[src/rtl/evt_irq_pkg.sv]
package evt_irq_pkg;
  localparam int unsigned ADDR_W = 3;

  typedef enum logic [ADDR_W-1:0] {
    SEL_RAW    = 3'd0,
    SEL_ENSTAT = 3'd1,
    SEL_ENSET  = 3'd2,
    SEL_ENCLR  = 3'd3,
    SEL_EOI    = 3'd4
  } reg_sel_e;
endpackage

[src/rtl/evt_raw_status.sv]
module evt_raw_status #(
  parameter int unsigned NUM_EVT = 8
) (
  input  logic               clk_i,
  input  logic               rst_ni,
  input  logic [NUM_EVT-1:0] evt_i,
  input  logic [NUM_EVT-1:0] clr_i,
  output logic [NUM_EVT-1:0] raw_o
);
  for (genvar k = 0; k < NUM_EVT; k++) begin : g_bit
    logic bit_q;
    always_ff @(posedge clk_i or negedge rst_ni) begin
      if (!rst_ni)        bit_q <= 1'b0;
      else if (evt_i[k])  bit_q <= 1'b1;  // event beats clear
      else if (clr_i[k])  bit_q <= 1'b0;
    end
    assign raw_o[k] = bit_q;
  end
endmodule

[src/rtl/evt_enable_mask.sv]
module evt_enable_mask #(
  parameter int unsigned NUM_EVT = 8
) (
  input  logic               clk_i,
  input  logic               rst_ni,
  input  logic [NUM_EVT-1:0] set_i,
  input  logic [NUM_EVT-1:0] clr_i,
  output logic [NUM_EVT-1:0] en_o
);
  logic [NUM_EVT-1:0] en_q;

  always_ff @(posedge clk_i or negedge rst_ni) begin
    if (!rst_ni) en_q <= '0;
    else         en_q <= (en_q | set_i) & ~clr_i;
  end

  assign en_o = en_q;
endmodule

[src/rtl/irq_arm_gate.sv]
module irq_arm_gate (
  input  logic clk_i,
  input  logic rst_ni,
  input  logic pend_i,
  input  logic eoi_i,
  output logic irq_o
);
  logic armed_q;
  logic fire;

  assign fire = armed_q & pend_i;

  always_ff @(posedge clk_i or negedge rst_ni) begin
    if (!rst_ni)    armed_q <= 1'b1;
    else if (eoi_i) armed_q <= 1'b1;
    else if (fire)  armed_q <= 1'b0;
  end

  assign irq_o = fire;
endmodule

[src/rtl/evt_irq_agg.sv]
module evt_irq_agg
  import evt_irq_pkg::*;
#(
  parameter int unsigned NUM_CH     = 2,
  parameter int unsigned EVT_PER_CH = 4
) (
  input  logic                          clk_i,
  input  logic                          rst_ni,
  input  logic [NUM_CH*EVT_PER_CH-1:0]  evt_i,
  input  logic                          reg_we_i,
  input  logic [ADDR_W-1:0]             reg_addr_i,
  input  logic [NUM_CH*EVT_PER_CH-1:0]  reg_wdata_i,
  output logic [NUM_CH*EVT_PER_CH-1:0]  reg_rdata_o,
  output logic                          irq_o
);
  localparam int unsigned NUM_EVT = NUM_CH * EVT_PER_CH;

  logic [NUM_EVT-1:0] raw_q, en_q, en_stat;
  logic [NUM_EVT-1:0] raw_clr, en_set, en_clr;
  logic               eoi_wr;

  always_comb begin
    raw_clr = '0;
    en_set  = '0;
    en_clr  = '0;
    eoi_wr  = 1'b0;
    if (reg_we_i) begin
      unique case (reg_addr_i)
        SEL_RAW:   raw_clr = reg_wdata_i;
        SEL_ENSET: en_set  = reg_wdata_i;
        SEL_ENCLR: en_clr  = reg_wdata_i;
        SEL_EOI:   eoi_wr  = (reg_wdata_i == '0);
        default:   ;
      endcase
    end
  end

  evt_raw_status #(.NUM_EVT(NUM_EVT)) u_raw (
    .clk_i (clk_i),
    .rst_ni(rst_ni),
    .evt_i (evt_i),
    .clr_i (raw_clr),
    .raw_o (raw_q)
  );

  evt_enable_mask #(.NUM_EVT(NUM_EVT)) u_en (
    .clk_i (clk_i),
    .rst_ni(rst_ni),
    .set_i (en_set),
    .clr_i (en_clr),
    .en_o  (en_q)
  );

  assign en_stat = raw_q & en_q;

  irq_arm_gate u_gate (
    .clk_i (clk_i),
    .rst_ni(rst_ni),
    .pend_i(|en_stat),
    .eoi_i (eoi_wr),
    .irq_o (irq_o)
  );

  always_comb begin
    unique case (reg_addr_i)
      SEL_RAW:              reg_rdata_o = raw_q;
      SEL_ENSTAT:           reg_rdata_o = en_stat;
      SEL_ENSET, SEL_ENCLR: reg_rdata_o = en_q;
      default:              reg_rdata_o = '0;
    endcase
  end
endmodule

[config.mk]
export PLATFORM = sky130hd
export DESIGN_NAME = evt_irq_agg
export DESIGN_NICKNAME = d
export VERILOG_FILES = /design/src/rtl/evt_irq_pkg.sv /design/src/rtl/evt_raw_status.sv /design/src/rtl/evt_enable_mask.sv /design/src/rtl/irq_arm_gate.sv /design/src/rtl/evt_irq_agg.sv
export SDC_FILE = /design/constraint.sdc
export NUM_CORES = 1
export LEC_CHECK = 0
export ABC_AREA = 1
export ABC_CLOCK_PERIOD_IN_PS = 2020
export BUFFER_PORTS_ARGS = -buffer_cell sky130_fd_sc_hd__buf_2
export CAP_MARGIN = 20
export CELL_PAD_IN_SITES_DETAIL_PLACEMENT = 1
export CELL_PAD_IN_SITES_GLOBAL_PLACEMENT = 1
export CORE_MARGIN = 4
export CORE_UTILIZATION = 37
export DETAILED_ROUTE_END_ITERATION = 8
export PLACE_DENSITY = 0.93
export SLEW_MARGIN = 15
export SYNTH_ARGS = -nofsm -noshare
export SYNTH_HDL_FRONTEND = slang
export SYNTH_SLANG_ARGS = --single-unit
[constraint.sdc]
create_clock -name clk_i -period 2.02 [get_ports clk_i]
set_clock_uncertainty 0.1 [all_clocks]
set_input_delay 0.202 -clock clk_i [delete_from_list [all_inputs] [get_ports clk_i]]
set_output_delay 0.202 -clock clk_i [all_outputs]
set_load 0.05 [all_outputs]
==> impl_metrics.json <==
{
  "status": "completed",
  "start_kind": "register",
  "wirelength_mm": 2.85,
  "holdBufCountCts": 7,
  "pin_count": 31,
  "antenna_found_initial": 0,
  "final_nets": 195,
  "final_common_cell": "nand2_1",
  "stdcell_area_um2": 1230,
  "via_per_inst": 5.22,
  "grt_max_degree": 18,
  "post_cts.repair.setup_buffers": 0,
  "most-common-layout-cells": "nand2_1 (47), buf_2 (30), nand3_1 (18)",
  "rsz0062_at_grt": "false",
  "cts_htree_levels": 1,
  "start_util": 0.391,
  "dpl.hpwl_mm": 1.96,
  "synth_top_area_share": 0.409,
  "die_w_um": 59.4,
  "wl_per_cell_um": 14.1,
  "fin_crit_ps": 1670,
  "hold_depth": 3,
  "min_path_type": "input port to register",
  "ys_ff_latch": 17,
  "syn_area_um2": 978,
  "syn_nets": 156,
  "clkSinkCount": 17,
  "synth.distinct_cells": 16,
  "tritoncts": "yes",
  "worstPathArrival_ps": 1370,
  "grt_pass1_wl_mm": 4.97,
  "synth-edff-count": 0,
  "grt_pass1_vias": 1159,
  "io_buffer_count": 30,
  "cp-end-kind": "primary output",
  "clk_pin_slew_ps": 100,
  "setup_tns_ps": 0,
  "gr-total-overflow": 0,
  "maxSlewHeadroom": 0.739,
  "netlist_instances": 134,
  "drive_gt1_frac": 0.233,
  "worstSetupPathType": "register to primary output",
  "die-area_um2": 3530,
  "yosysTopAreaCell": "dfrtp_1",
  "synth-async-reset-ratio": 1.00,
  "tightest_slew_ps": 392,
  "setup_viol": 0,
  "via_count": 1054,
  "ys_warn_count": 0,
  "p_leak_nw": 0.615,
  "synthToLayoutAreaGrowth_pct": 26.2,
  "crit_fanout": 4,
  "core_um2": 2500,
  "antennaDiodeCount": 0,
  "ant_nets": 0,
  "drt_iter0_drc": 17,
  "rows": 18,
  "yosys-top-cells-area": "dfrtp_1 (41%), nand2_1 (18%), nand3_1 (9.2%)",
  "fmax_ghz": 0.600,
  "clock_path_buffers": 2,
  "synth_flop_cell": "dfrtp_1",
  "cap_violations": 0,
  "hold_viol_final": 0,
  "cts-resized-gates": 0,
  "cts_made_buffers": 3,
  "postSynthAreaPerCell_um2": 7.30,
  "root_buffer": "clkbuf_4",
  "place_area_um2": 1140,
  "gp_congestion": 0.805,
  "min_period_over_period": 0.826,
  "drcViolationCount": 0,
  "synth-seq-area-share": 0.436,
  "slew_viol_final": 0,
  "max-vdd-ir-drop_uv": 283,
  "drt_first_pass_iters": 4,
  "power_density_nw_per_um2": 682,
  "die_h_um": 59.4,
  "grt_usage": 0.186,
  "critical_path_required_ps": 1720,
  "worstRegToRegCells": 5,
  "clk_latency_ps": 290
}
-- synthesized netlist by cell type (2+ instances only) --
| master | count |
|---|---|
| nor2_2 | 2 |
| nand2_1 | 47 |
| o31ai_1 | 8 |
| dfrtp_1 | 16 |
| nand3_1 | 18 |
| inv_1 | 10 |
| buf_6 | 2 |
| nand2_2 | 2 |
| nor2_1 | 7 |
| o21ai_0 | 16 |
-- worst paths after layout --
path | startpoint | end | slack (ps)
setup / recovery | u_raw.g_bit[2].bit_q | irq_o | 350
hold / removal | evt_i[3] | u_raw.g_bit[3].bit_q | 7
setup reg to reg | u_raw.g_bit[2].bit_q | u_gate.armed_q | 1020
hold reg to reg | u_gate.armed_q | u_gate.armed_q | 390
max in group asynchronous | rst_ni | u_gate.armed_q | 1250
min in group asynchronous | rst_ni | u_raw.g_bit[3].bit_q | 250
-- registers in the layout, summed over array words and instances (netlist names) --
register	cells
u_gate.armed_q	1
u_en.en_o	8
u_raw.g_bit.bit_q	8
-- kinds of logic after synthesis --
kind of cell,synth area share
compound gates,0.151
buf+inv,0.0703
flops,0.436
simple gates,0.343
-- final cells by class --
class                           count  area (um^2)
Inverter                           11         41.3
Tap cell                           30         37.5
Sequential cell                    17          427
Fill cell                         335         1260
Timing Repair Buffer               37          220
Clock buffer                        4         26.3
Multi-Input combinational cell    103          483
-- layer usage --
layer	track usage	wire, um	vias to the layer above	share of wire
met5	0	0	-	0
met4	0.0712	39	0	0.014
met3	0.0153	76	4	0.027
met2	0.346	1520	21	0.53
met1	0.216	1220	513	0.43
li1	-	-	516	-
-- critical path, cell delays in order (launching register included) --
cell and delay [ps]:
dfrtp_1 410, nand2_1 70, nand2_1 70, nor2_1 50, a21boi_0 170, buf_2 290
-- report_power, final --
part / internal, mW / switching (mW) / total [mW]
clock network: 0.0767 / 0.109 / 0.185
registers: 0.374 / 0.0336 / 0.407
logic: 0.0811 / 0.169 / 0.250
-- per-stage QoR --
stage	util	worst slack, ps	total power, mW	cells	hold WS (ps)
after detailed placement	0.455	382	0.652	191	45.3
after CTS	0.494	351	0.849	202	2.48
after global routing	0.494	231	0.905	202	2.08
final	0.494	352	0.843	202	7.24
after floorplan	-	66.3	0.579	134	-194
after global placement	0.455	436	0.641	191	41.0
Note: power is estimated with default switching activity, not from simulation.
